`config.mk`:
```
export PLATFORM = sky130hd
export DESIGN_NAME = lq_issuer
export DESIGN_NICKNAME = d
export VERILOG_FILES = /design/src/rtl/lq_pkg.sv /design/src/rtl/lq_src_slot.sv /design/src/rtl/lq_age_matrix.sv /design/src/rtl/lq_pick.sv /design/src/rtl/lq_issuer.sv
export SDC_FILE = /design/constraint.sdc
export NUM_CORES = 1
export LEC_CHECK = 0
export ABC_AREA = 1
export BUFFER_PORTS_ARGS = -buffer_cell sky130_fd_sc_hd__buf_2
export CORE_MARGIN = 2
export CORE_UTILIZATION = 58
export CTS_BUF_LIST = sky130_fd_sc_hd__clkbuf_8 sky130_fd_sc_hd__clkbuf_16
export DETAILED_ROUTE_END_ITERATION = 8
export GPL_ROUTABILITY_DRIVEN = 0
export MAX_ROUTING_LAYER = met4
export PLACE_DENSITY = 0.77
export SETUP_SLACK_MARGIN = 0.1
export SLEW_MARGIN = 20
export SYNTH_ARGS = -nofsm -noshare
export SYNTH_HDL_FRONTEND = slang
export SYNTH_SLANG_ARGS = --single-unit
```
`constraint.sdc`:
```
create_clock -name clk -period 8.75 [get_ports clk]
set_clock_uncertainty 0.2 [all_clocks]
set_input_delay 1.75 -clock clk [delete_from_list [all_inputs] [get_ports clk]]
set_output_delay 1.75 -clock clk [all_outputs]
set_load 0.005 [all_outputs]
```
`src/rtl/lq_pkg.sv`:
```
// Package: default sizes shared by the load issue queue and its checker.
// Assumes: nothing; only constants live here.
package lq_pkg;
    localparam int LQ_DEPTH   = 8;
    localparam int LQ_ADDR_W  = 16;
    localparam int LQ_TAG_W   = 6;
    localparam int LQ_PREG_W  = 6;
    localparam int LQ_NSRC    = 2;
    localparam int LQ_ISSUE_W = 2;
    localparam int LQ_NBANK   = 4;
    localparam int LQ_CYC_W   = 16;
endpackage

```
`src/rtl/lq_src_slot.sv`:
```
// Module: operand tracker for one queue slot.
// It captures the source tags on allocation and watches the wakeup broadcast.
// It latches a sticky ready bit once every source is ready, and from then on
// it no longer evaluates the sources.
// Assumes: load_i only pulses for a slot that is free.
module lq_src_slot #(
    parameter int NSRC   = 2,
    parameter int PREG_W = 6
) (
    input  logic                   clk,
    input  logic                   rst_n,
    input  logic                   load_i,
    input  logic [NSRC*PREG_W-1:0] src_tag_i,
    input  logic [NSRC-1:0]        src_rdy_i,
    input  logic                   wake_valid_i,
    input  logic [PREG_W-1:0]      wake_preg_i,
    output logic                   ready_o
);
    logic [PREG_W-1:0] tag_q [NSRC];
    logic [NSRC-1:0]   src_q;
    logic [NSRC-1:0]   src_nxt;

    // Next source readiness: new allocation or held tags, merged with wakeup.
    always_comb begin
        for (int s = 0; s < NSRC; s++) begin
            if (load_i)
                src_nxt[s] = src_rdy_i[s] |
                             (wake_valid_i && src_tag_i[s*PREG_W +: PREG_W] == wake_preg_i);
            else
                src_nxt[s] = src_q[s] | (wake_valid_i && tag_q[s] == wake_preg_i);
        end
    end

    // State update: capture on allocate, otherwise evaluate only until ready.
    always_ff @(posedge clk) begin
        if (!rst_n) begin
            src_q   <= '0;
            ready_o <= 1'b0;
            for (int s = 0; s < NSRC; s++) tag_q[s] <= '0;
        end else if (load_i) begin
            for (int s = 0; s < NSRC; s++) tag_q[s] <= src_tag_i[s*PREG_W +: PREG_W];
            src_q   <= src_nxt;
            ready_o <= &src_nxt;
        end else if (!ready_o) begin
            src_q   <= src_nxt;
            ready_o <= &src_nxt;
        end
    end
endmodule

```
`src/rtl/lq_age_matrix.sv`:
```
// Module: relative-age matrix. Bit [i][j] set means slot j is older than slot i.
// A new entry becomes younger than every held entry, and its column is
// cleared so that no existing entry sees it as older.
// Assumes: at most one alloc bit is set, and only for a slot not in valid_i.
module lq_age_matrix #(
    parameter int DEPTH = 8
) (
    input  logic                        clk,
    input  logic                        rst_n,
    input  logic [DEPTH-1:0]            alloc_oh_i,
    input  logic [DEPTH-1:0]            valid_i,
    output logic [DEPTH-1:0][DEPTH-1:0] older_o
);
    // Row write on allocation, column clear for the slot being reused.
    always_ff @(posedge clk) begin
        if (!rst_n) begin
            older_o <= '0;
        end else begin
            for (int i = 0; i < DEPTH; i++) begin
                for (int j = 0; j < DEPTH; j++) begin
                    if (alloc_oh_i[i])
                        older_o[i][j] <= valid_i[j] && (i != j);
                    else if (alloc_oh_i[j])
                        older_o[i][j] <= 1'b0;
                end
            end
        end
    end
endmodule

```
`src/rtl/lq_pick.sv`:
```
// Module: oldest-first multi-grant picker. Grant k takes the oldest entry
// still eligible after grants 0..k-1, and only while k is below the limit.
// Assumes: older_i is a strict order over the eligible entries.
module lq_pick #(
    parameter int DEPTH   = 8,
    parameter int ISSUE_W = 2,
    parameter int BUD_W   = 2
) (
    input  logic [DEPTH-1:0]              elig_i,
    input  logic [DEPTH-1:0][DEPTH-1:0]   older_i,
    input  logic [BUD_W-1:0]              limit_i,
    output logic [ISSUE_W-1:0][DEPTH-1:0] grant_o
);
    logic [ISSUE_W:0][DEPTH-1:0] rem;

    assign rem[0] = elig_i;

    for (genvar k = 0; k < ISSUE_W; k++) begin : g_round
        for (genvar i = 0; i < DEPTH; i++) begin : g_ent
            // Entry i wins round k when no remaining entry is older than it.
            assign grant_o[k][i] = (limit_i > BUD_W'(k)) && rem[k][i] &&
                                   !(|(rem[k] & older_i[i]));
        end
        assign rem[k+1] = rem[k] & ~grant_o[k];
    end
endmodule

```
`src/rtl/lq_issuer.sv`:
```
// Module: load issue queue top. It holds loads in a slot array and
// allocates one per cycle into the lowest free slot. It issues up to
// min(budget, ISSUE_W) of the oldest eligible loads each cycle on
// combinational issue slots, and removes them at the clock edge.
// Assumes: inputs stable from just after an edge until the next; NBANK >= 2.
module lq_issuer import lq_pkg::*; #(
    parameter int DEPTH   = LQ_DEPTH,
    parameter int ADDR_W  = LQ_ADDR_W,
    parameter int TAG_W   = LQ_TAG_W,
    parameter int PREG_W  = LQ_PREG_W,
    parameter int NSRC    = LQ_NSRC,
    parameter int ISSUE_W = LQ_ISSUE_W,
    parameter int NBANK   = LQ_NBANK,
    parameter int CYC_W   = LQ_CYC_W
) (
    input  logic                         clk,
    input  logic                         rst_n,
    input  logic                         alloc_valid,
    input  logic [ADDR_W-1:0]            alloc_addr,
    input  logic [TAG_W-1:0]             alloc_tag,
    input  logic [NSRC*PREG_W-1:0]       alloc_src_tag,
    input  logic [NSRC-1:0]              alloc_src_rdy,
    output logic                         alloc_stall,
    input  logic                         wake_valid,
    input  logic [PREG_W-1:0]            wake_preg,
    input  logic [NBANK-1:0]             mem_busy,
    input  logic [$clog2(ISSUE_W+1)-1:0] issue_budget,
    output logic [ISSUE_W-1:0]           iss_valid,
    output logic [ISSUE_W*ADDR_W-1:0]    iss_addr,
    output logic [ISSUE_W*TAG_W-1:0]     iss_tag,
    output logic [CYC_W-1:0]             iss_cycle
);
    localparam int BUD_W  = $clog2(ISSUE_W + 1);
    localparam int BANK_W = $clog2(NBANK);

    logic [DEPTH-1:0]              valid_q;
    logic [DEPTH-1:0]              rdy;
    logic [DEPTH-1:0]              alloc_oh;
    logic [DEPTH-1:0]              bank_blk;
    logic [DEPTH-1:0]              elig;
    logic [DEPTH-1:0]              issue_mask;
    logic [ADDR_W-1:0]             addr_q [DEPTH];
    logic [TAG_W-1:0]              tag_q  [DEPTH];
    logic [DEPTH-1:0][DEPTH-1:0]   older;
    logic [ISSUE_W-1:0][DEPTH-1:0] grant;
    logic [BUD_W-1:0]              limit;
    logic [CYC_W-1:0]              cyc_q;

    assign alloc_stall = &valid_q;
    assign iss_cycle   = cyc_q;
    assign elig        = valid_q & rdy & ~bank_blk;
    assign limit       = (issue_budget > BUD_W'(ISSUE_W)) ? BUD_W'(ISSUE_W) : issue_budget;

    // Lowest free slot receives an accepted allocation.
    always_comb begin
        logic found;
        found    = 1'b0;
        alloc_oh = '0;
        for (int e = 0; e < DEPTH; e++) begin
            if (!valid_q[e] && !found && alloc_valid) begin
                alloc_oh[e] = 1'b1;
                found       = 1'b1;
            end
        end
    end

    for (genvar e = 0; e < DEPTH; e++) begin : g_slot
        lq_src_slot #(.NSRC(NSRC), .PREG_W(PREG_W)) u_src (
            .clk          (clk),
            .rst_n        (rst_n),
            .load_i       (alloc_oh[e]),
            .src_tag_i    (alloc_src_tag),
            .src_rdy_i    (alloc_src_rdy),
            .wake_valid_i (wake_valid),
            .wake_preg_i  (wake_preg),
            .ready_o      (rdy[e])
        );
        assign bank_blk[e] = mem_busy[addr_q[e][BANK_W-1:0]];
    end

    lq_age_matrix #(.DEPTH(DEPTH)) u_age (
        .clk        (clk),
        .rst_n      (rst_n),
        .alloc_oh_i (alloc_oh),
        .valid_i    (valid_q),
        .older_o    (older)
    );

    lq_pick #(.DEPTH(DEPTH), .ISSUE_W(ISSUE_W), .BUD_W(BUD_W)) u_pick (
        .elig_i  (elig),
        .older_i (older),
        .limit_i (limit),
        .grant_o (grant)
    );

    // Issue slot outputs: one-hot grants select address and tag.
    always_comb begin
        issue_mask = '0;
        iss_addr   = '0;
        iss_tag    = '0;
        for (int k = 0; k < ISSUE_W; k++) begin
            iss_valid[k] = |grant[k];
            issue_mask   = issue_mask | grant[k];
            for (int e = 0; e < DEPTH; e++) begin
                if (grant[k][e]) begin
                    iss_addr[k*ADDR_W +: ADDR_W] = addr_q[e];
                    iss_tag[k*TAG_W +: TAG_W]    = tag_q[e];
                end
            end
        end
    end

    // Slot occupancy, payload capture and the free-running cycle stamp.
    always_ff @(posedge clk) begin
        if (!rst_n) begin
            valid_q <= '0;
            cyc_q   <= '0;
            for (int e = 0; e < DEPTH; e++) begin
                addr_q[e] <= '0;
                tag_q[e]  <= '0;
            end
        end else begin
            valid_q <= (valid_q & ~issue_mask) | alloc_oh;
            cyc_q   <= cyc_q + 1'b1;
            for (int e = 0; e < DEPTH; e++) begin
                if (alloc_oh[e]) begin
                    addr_q[e] <= alloc_addr;
                    tag_q[e]  <= alloc_tag;
                end
            end
        end
    end
endmodule

```
[After elaboration in Yosys (flattened, before gate mapping)]
Memories as Yosys holds them, arrays and structs flattened.
Cells that the tools add are included.
Storage, ports and cells
  flip-flop bits (word level): 104
  bits in latches: 0
  RAM bits: 272
  memory bits (read-only): 0
  input port bits: 52
  output and inout bits: 63
  word-level logic and storage cells: 580
  memories: 10
Memories
  addr_q: words 8, width 16, rd ports 8, clocked after Yosys merged registers in 0, wr ports 8, line lq_issuer.sv:42  | logic [ADDR_W-1:0] addr_q [DEPTH];
  tag_q: words 8, width 6, rd ports 8, clocked after Yosys merged registers in 0, wr ports 8, line lq_issuer.sv:43  | logic [TAG_W-1:0] tag_q [DEPTH];
  g_slot[0].u_src.tag_q: words 2, width 6, rd ports 2, clocked after Yosys merged registers in 0, wr ports 2, line lq_src_slot.sv:19  | logic [PREG_W-1:0] tag_q [NSRC];
  g_slot[1].u_src.tag_q: words 2, width 6, rd ports 2, clocked after Yosys merged registers in 0, wr ports 2, line lq_src_slot.sv:19
  g_slot[2].u_src.tag_q: words 2, width 6, rd ports 2, clocked after Yosys merged registers in 0, wr ports 2, line lq_src_slot.sv:19
  g_slot[3].u_src.tag_q: words 2, width 6, rd ports 2, clocked after Yosys merged registers in 0, wr ports 2, line lq_src_slot.sv:19
  4 more memories
Operators by class
  add/subtract/negate cells: 1
  multipliers: 0
  div/mod/pow operators: 0
  magnitude comparators: 11
  eq/ne operators: 26
  shift operators: 0
  muxes and demuxes: 232
  bitwise logic cells: 75
  reductions and logical operators: 151
Operators by type and width (count)
  $mux 16: 24
  $mux 6: 40
  $and 8x8->8: 18
  $reduce_or 8->1: 18
  $mux 1: 143
  $eq 6x6->1: 18
  $logic_and 1x1->1: 65
  $reduce_bool 2->1: 28
  $or 1x1->1: 50
  $mux 2: 17
  $logic_not 1->1: 31
  $lt 2x3->1 const B: 8
  $not 8->8: 3
  $add 16x1->16 const B: 1
  $and 8x7->8: 2
  $bmux 1 s2: 8
  $ne 2x1->1 const B: 8
  $or 8x8->8: 2
  $reduce_and 2->1: 8
  $reduce_and 8->1: 1
  $gt 2x1->1 const B: 2
  $gt 2x2->1 const B: 1

[Logic depth before layout (Yosys ltp)]
Gate-level depths: netlist (run 1).
  depth in word-level cells: 35
  depth in mapped cells: 24
  gate-level depth less buffers: 23

[Hierarchy]
From an unflattened synthesis (run 1), not the netlist that was laid out.
Unflattened totals
  cell total of the unflattened synthesis: 3291
  area total of the unflattened synthesis: 22561.6 um^2
By module, submodules not included
  lq_issuer: instances 1, cells each 1413, area an instance 10975.5 um^2
  lq_src_slot: instances 8, cells each 163, area an instance 1017.2 um^2
  lq_age_matrix: instances 1, cells each 276, area an instance 2148.3 um^2
  lq_pick: instances 1, cells each 298, area an instance 1300.0 um^2

[Worst setup path after synthesis (run 1)]
OpenSTA, ideal clock, no wires.
  kind: in2out
  start point: in mem_busy[1]
  end point: out iss_addr[18]
  arrival: 3.517 ns
  data required time: 6.800 ns
  path slack: 3.283 ns
  cell stages on the path: 22
  cell sequence: inv_2 -> nand2_1 -> nand3_2 -> nand3_4 -> nor2_1 -> nand2_1 -> nor2_2 -> nand2_4 -> inv_2 -> nor2_2 -> nand2_1 -> nand3_1 -> nor3_2 -> nand2_2 -> nor2_1 -> buf_4 -> nand2_1 -> nand2_1 -> inv_1 -> nand2_1 -> nand2_1 -> nand2_1
On the way
  word-level cells in the longest chain between the ends: 22
  elaborated cells on any way between the ends: 108
RTL lines
  from (decl): line lq_issuer.sv:26  | input logic [NBANK-1:0] mem_busy,
  $bmux 1 s2: line lq_issuer.sv:78  | assign bank_blk[e] = mem_busy[addr_q[e][BANK_W-1:0]];
  $mux 1 (implied by the code): line lq_issuer.sv:78
  $not 8->8 *: line lq_issuer.sv:51  | assign elig = valid_q & rdy & ~bank_blk;
  $and 8x8->8 *: line lq_issuer.sv:51
  $and 8x8->8 / $and 8x7->8 (equally long branches): line lq_pick.sv:22  | !(|(rem[k] & older_i[i]));
  $reduce_or 8->1: line lq_pick.sv:22
  $logic_not 1->1: line lq_pick.sv:22
  $logic_and 1x1->1: line lq_pick.sv:21  | assign grant_o[k][i] = (limit_i > BUD_W'(k)) && rem[k][i] &&
  $not 8->8: line lq_pick.sv:24  | assign rem[k+1] = rem[k] & ~grant_o[k];
  $and 8x8->8 *: line lq_pick.sv:24
  $and 8x8->8: line lq_pick.sv:22
  $reduce_or 8->1: line lq_pick.sv:22
  $logic_not 1->1: line lq_pick.sv:22
  $logic_and 1x1->1: line lq_pick.sv:21
  $mux 16 (7 in a row): line lq_issuer.sv:105  | if (grant[k][e]) begin
  $mux 16 *: line lq_issuer.sv:105
  to (decl): line lq_issuer.sv:29  | output logic [ISSUE_W*ADDR_W-1:0] iss_addr,
Mark *: on every way between the ends. The rest lies on a longest branch, timed or not. The select of a mux whose other input is x is not followed.

[Worst setup path in the final report (run 1)]
  start point: in mem_busy[1]
  end point: out iss_addr[17]
Same word-level chain as after synthesis.

==> results of run 1 <==
flip-flops by register name, summed over array words and instances, names as in the netlist:
| signal | cells |
|---|---|
| valid_q | 8 |
| tag_q | 48 |
| g_slot.u_src.ready_o | 8 |
| g_slot.u_src.src_q | 16 |
| iss_cycle | 16 |
| addr_q | 128 |
| u_age.older_o | 56 |
| g_slot.u_src.tag_q | 96 |
layer usage:
| layer | up-vias | global-route usage, % |
|---|---|---|
| li1 | 8053 | - |
| met1 | 8348 | 44.03 |
| met2 | 1262 | 54.07 |
| met3 | 294 | 6.978 |
| met4 | 0 | 17.98 |
| met5 | - | - |
cell families (layout without fill, tap and decap cells):
group | after synthesis | in the layout
flops | 376 | 376
fa+ha+maj | 1 | 1
simple gates | 1223 | 1223
compound gates | 359 | 359
other cells | 0 | 1
xor+xnor | 43 | 43
buf+inv | 363 | 457
cell type report:
cell class / count / area (um2) / area share, %
sequential: 376 / 10250 / 47.60
antenna: 1 / 2.502 / 0.01162
multi-input combinational: 1626 / 7719 / 35.85
clock buffer: 47 / 1131 / 5.253
inverter: 253 / 949.7 / 4.410
clock inverter: 25 / 221.5 / 1.029
tap: 442 / 553.0 / 2.568
timing repair buffer: 132 / 705.7 / 3.277
cell usage after synthesis, drive strengths merged, types with 12 or more instances:
library cell	count
nand4	55
o22ai	46
clkinv	12
nand2	518
o21ai	187
clkbuf	63
nor3	22
dfxtp	104
xnor2	18
a21oi	48
buf	47
xor2	25
nor2	448
nand3	166
edfxtp	272
inv	241
worst min path at each step:
stage	end	cells past startpoint	slack (ns)
after floorplan	u_age.older_o[17]	2	0.22
after global placement	g_slot[2].u_src.src_q[0]	2	0.24
after detailed placement	u_age.older_o[35]	2	0.26
after CTS	u_age.older_o[35]	2	0.26
after global routing	u_age.older_o[17]	2	0.28
final	g_slot[3].u_src.src_q[1]	1	0.27
through the flow:
stage	power [uW]	setup slack [ns]	hold slack (ns)
finish	4089	1.426	0.2708
global route	4188	1.161	0.2756
CTS	4087	1.569	0.2642
detailed placement	2370	1.566	0.2560
global placement	2358	1.658	0.2399
floorplan	2256	3.283	0.2192
power by group:
part / total, uW / internal [uW] / switching, uW
Sequential: 2060 / 2000 / 52.1
Clock: 1740 / 1040 / 707
Combinational: 289 / 73.6 / 216
placed cells by master (no fill, tap or decap), types with 4 or more instances in the layout:
master,n
nand2_1,500
nor2_1,438
edfxtp_1,272
inv_1,224
nand3_1,146
o21ai_0,125
buf_2,114
dfxtp_1,104
o21ai_1,62
nand4_1,55
a21oi_1,48
o22ai_1,46
clkbuf_16,43
inv_2,27
xor2_1,25
nor3_1,20
nand3_2,19
xnor2_1,18
buf_4,18
nand2_2,15
clkinv_1,14
nor2_2,10
o211ai_1,9
o31ai_1,9
a221oi_1,8
o2111ai_1,8
o221ai_1,7
a211oi_1,7
nor4_1,6
a2111oi_0,6
o32ai_1,5
clkinv_2,5
bufinv_16,4
clkbuf_8,4
==> metrics.txt, run 1 <==
status finished with violations; failing checks design-rule violations; leak pwr 0.009335 uW; Compound-Gate Fraction of Synth Area 10.93%; First DRT Iteration DRCs 2,106; Fill cells 2,712; Post-CTS Setup Inserts 0; RR Startpoint valid_q[0]; Seq cells post-synth 376; top cell type's share of synthesized area 42.16%; Total GRT Usage 35.04%; Netlist cell types 54; worst setup path end iss_addr[17]; Critical Path, Cell by Cell buf_2, inv_2, nand2_1, nand3b_2, nand3_2, nor2_1, nand2_1, nor2_1, nand2_2, inv_2, o21ai_0, a211oi_1, nand3b_1, o21ai_0, inv_1, nand2_1, nand2_1, buf_2; TNS Setup 0 ns; post-CTS resize count 0; multiplexer share of the synthesized area 0%; Die Footprint 0.03488 mm2; Crit Path Class in -> out; adder and majority gate portion of the synthesized area 0.06459%; Synth Instances 2,365; Cell Count, Final, Fillers Out 2,902; Final ANT Viol Nets 0; Mapped Avg Cell Area 8.191 um2; root buf cell clkbuf_16; WP data required 6.80 ns; area grow syn2layout 11.15%; Slew @ Worst Pin 1.148 ns; Slew Limit Fails 0; M1 WL 22,560 um; placement row count 66; vias in the first global route 16,990; Startpoint Class primary input; FF-to-FF End g_slot[6].u_src.ready_o; initial antenna violation count 1; Routed wire per std cell 20.72 um; setup violators final 0; CP Launch Point mem_busy[1]; mean number of vias per cell 6.188; worst-path fanout max 25; PortBufs 114; top routing layer in use met4; nets@finish 2,483; met2 wire length 27,260 um; register-to-register setup slack 4.16 ns; Hold Fails Final Rpt 0; Die Ht 186.8 um; pin count of the biggest net entering global routing 47; post-DP HPWL 39,650 um; CP Capture Type output pin; PD cells 189.9 mW/mm2; total of max-cap violations 0; Final min period 7.324 ns; Arr. time, crit path 5.37 ns; largest family of logic cells by synthesized area simple AND/OR/NAND/NOR gates; Core Util, Final 65.84%; CTS tree built; syn_nets 2,418; placed cell area 0.02017 mm2; Seq/Total Area, Yosys 52.91%; highest-delay cell along the critical path nand3b_1; RSZ-0062 raised after global routing false; Primary FF master, synth edfxtp_1; HP Class reg -> reg; critical path depth 18; DP Cell Count 2,829; largest cells by area after synthesis edfxtp_1, dfxtp_1, nand2_1; Top delay family on crit path simple AND/OR/NAND/NOR gates; layout cells sized above 1 11.14%; DR vias 17,960; metal3 WL 6885 um; TritonCTS Buffers 41; finished layout cell area 0.02153 mm2; Netlist Area Pre-Place 0.01937 mm2; CTS Buffer Depth 3; core area 0.03270 mm2; Async SR Flop Fraction 0%; fin crit share 83.70%; CTS clk-pin slew, worst paths 0.06 ns; Die X-Extent 186.8 um; xor/xnor share of the synthesized area 1.944%; simple-gate area share of the yosys netlist 26.84%; cell mode on critical path nand2_1; Ports 115; DRC violations left 1; hold path start g_slot[3].u_src.src_q[1]; DR pass1 iterations 9; Rel. slew slack 23.17%; CTS sink cnt 376; Hold-fix buffers, CTS 0; first-pass GRT wire length 93,240 um; htree depth 2; EDFF count, synth 272; area leader, netlist edfxtp_1; worst reg2reg path depth 12; maximum VDD drop 140.0 uV; final wirelength 60,130 um; max incr delay on CP 0.83 ns; final global-route overflow total 0; synth warn 0; Clk Latency, worst-skew pair 0.54 ns; initial cell density of the core 59.24%; Buf/Inv on CP 5; Fmax 136.5 MHz
Note: power is estimated with default switching activity, not from simulation.
==> inputs of run 2 (changes only) <==
--- a/config.mk
+++ b/config.mk
@@ -8,7 +8,7 @@
 export ABC_AREA = 1
 export BUFFER_PORTS_ARGS = -buffer_cell sky130_fd_sc_hd__buf_2
 export CORE_MARGIN = 2
-export CORE_UTILIZATION = 58
+export CORE_UTILIZATION = 56
 export CTS_BUF_LIST = sky130_fd_sc_hd__clkbuf_8 sky130_fd_sc_hd__clkbuf_16
 export DETAILED_ROUTE_END_ITERATION = 8
 export GPL_ROUTABILITY_DRIVEN = 0
==> constraint.sdc (replaced) <==
create_clock -name clk -period 6.6 [get_ports clk]
set_clock_uncertainty 0.2 [all_clocks]
set_input_delay 1.32 -clock clk [delete_from_list [all_inputs] [get_ports clk]]
set_output_delay 1.32 -clock clk [all_outputs]
set_load 0.005 [all_outputs]
==> metrics.txt, run 2 (synthesized netlist as in run 1, its figures left out) <==
switch share 24.42% (+0.59 points); TritonCTS Buffers 42 (+2.4%); post-DP HPWL 40,120 um (+1.2%); Crit Path Class in -> out; metal3 WL 7231 um (+5.0%); maximum VDD drop 176.0 uV (+26%); Hold Fails Final Rpt 0 (unchanged); final global-route overflow total 0 (unchanged); Fmax 165.9 MHz; total of max-cap violations 0 (unchanged); CTS sink cnt 376 (unchanged); nets@finish 2,502 (+0.77%); vias in the first global route 17,000 (+0.041%); CTS tree built; Final min period 6.029 ns; most frequent cells in the layout nand2_1, nor2_1, edfxtp_1; Startpoint Class primary input; First DRT Iteration DRCs 2,411 (+14%); worst reg2reg path depth 11 (-1); WP data required 5.08 ns (-1.72 ns); DR pass1 iterations 9 (unchanged); status finished with violations; Die Footprint 0.03610 mm2 (+3.5%); Clk Latency, worst-skew pair 0.56 ns (+0.02 ns); root buf cell clkbuf_16; placed cell area 0.02034 mm2 (+0.81%); M1 WL 21,840 um (-3.2%); Final ANT Viol Nets 0 (unchanged); fin crit share 91.35%; met2 wire length 27,570 um (+1.2%); post-CTS resize count 0 (unchanged); leak pwr 0.009414 uW (+0.84%); commonest non-fill, non-tap cell in the layout nand2_1; Die Ht 190.0 um (+1.7%); setup violators final 0 (unchanged); mean number of vias per cell 6.052 (-2.2%); Clk network pwr share 41.9% (-0.8 points); worst-path fanout max 25 (unchanged); Post-CTS Setup Inserts 0 (unchanged); Slew Limit Fails 0 (unchanged); CP Capture Type output pin; RSZ-0062 raised after global routing false; layout cells sized above 1 11.52% (+0.38 points); PD cells 247.3 mW/mm2 (+30%); DR vias 17,780 (-0.98%); Hold-fix buffers, CTS 0 (unchanged); max reg flops 128 (unchanged); Rel. slew slack 33.90% (+11 points); Fill cells 2,851 (+5.1%); top routing layer in use met4; pin count of the biggest net entering global routing 58 (+23%); Arr. time, crit path 4.51 ns (-0.86 ns); htree depth 2 (unchanged); first-pass GRT wire length 93,020 um (-0.24%); initial cell density of the core 56.50% (-2.7 points); Die X-Extent 190.0 um (+1.7%); PortBufs 114 (unchanged); TNS Setup 0 ns (unchanged); hold depth 2 (+1); placement row count 68 (+3.0%); Top Registers addr_q: 128 flops, g_slot.u_src.tag_q: 96 flops, u_age.older_o: 56 flops; internal power 4050 uW (+30%); core area 0.03429 mm2 (+4.9%); area grow syn2layout 11.83%; Total GRT Usage 34.62% (-0.42 points); Slew @ Worst Pin 0.9905 ns (-0.1580 ns); sequential share of power 50.9% (+0.6 points); Logic pwr share 7.2% (about the same); NetSw 1308 uW (+34%); finished layout cell area 0.02166 mm2 (+0.61%); HP Class reg -> reg; CTS Buffer Depth 3 (unchanged); Ports 115 (unchanged); Routed wire per std cell 20.54 um (-0.87%); final wirelength 60,350 um (+0.36%); DRC violations left 1 (unchanged); failing checks design-rule violations; initial antenna violation count 1 (unchanged); CTS clk-pin slew, worst paths 0.05 ns (about the same); largest register by flop count addr_q
[run 2: cell types whose count changed in the layout (fill, tap and decap cells not counted), moves of 2 or more]
| cell | delta |
|---|---|
| clkinv_1 | +10 |
| bufinv_16 | -2 |
| clkinv_2 | -2 |
| buf_4 | +17 |
| clkinvlp_4 | -2 |
[run 2: power groups by stage]
stage               Combinational, uW  Clock (uW)  Sequential (uW)
floorplan                         242           0             2750
global placement                  362           0             2770
detailed placement                373           0             2770
CTS                               375        2260             2720
global route                      417        2350             2740
finish                            384        2250             2730
[run 2: path summary, 6_finish.rpt]
check	from	to	slack (ns)
min reg2reg	u_age.older_o[17]	u_age.older_o[17]	0.26
max reg2reg	valid_q[0]	addr_q[1][49]	2.86
min	u_age.older_o[17]	u_age.older_o[17]	0.26
max	mem_busy[1]	iss_addr[28]	0.57
[run 2: layer usage]
layer,global-route usage [%],vias up
met4,19.44,0
met2,54.27,1223
met5,-,-
met1,41.88,8153
met3,7.176,305
li1,-,8100
[run 2: worst max-delay path: stages]
cell and delay, ns:
buf_2 0.11, inv_2 0.12, nand2_1 0.08, nand3_2 0.14, nand3_1 0.22, nor2_1 0.14
nand2_1 0.07, nor2_2 0.12, nand2_4 0.11, inv_2 0.52, nor2_2 0.08, o21ai_1 0.10
nor2_1 0.08, nand2_2 0.14, inv_2 0.10, nor2_1 0.25, buf_4 0.31, nand2_1 0.08
nand2_1 0.08, inv_1 0.05, nand2_1 0.07, nand2_1 0.05, nand2_1 0.05, buf_2 0.10
[run 2: layout make-up]
cell class	instances	area (um2)	area share (%)
Multi-Input combinational cell	1626	7719	35.63
Clock inverter	31	202.7	0.9357
Clock buffer	46	1117	5.158
Timing Repair Buffer	150	853.3	3.939
Sequential cell	376	10250	47.31
Tap cell	455	569.3	2.628
Inverter	253	949.7	4.384
Antenna cell	1	2.502	0.01155
[run 2: stage by stage]
step / hold slack [ns] / util (%) / std cells / power, uW / worst slack [ns]
6_report: 0.2634 / 63.18 / 2938 / 5358 / 0.5711
4_1_cts: 0.2617 / 63.16 / 2937 / 5354 / 0.7163
2_1_floorplan: 0.2192 / - / 2365 / 2991 / 1.993
3_3_place_gp: 0.2407 / 59.31 / 2860 / 3128 / 0.8501
5_1_grt: 0.2840 / 63.18 / 2938 / 5499 / 0.4796
3_5_place_dp: 0.2534 / 59.31 / 2860 / 3145 / 0.7047
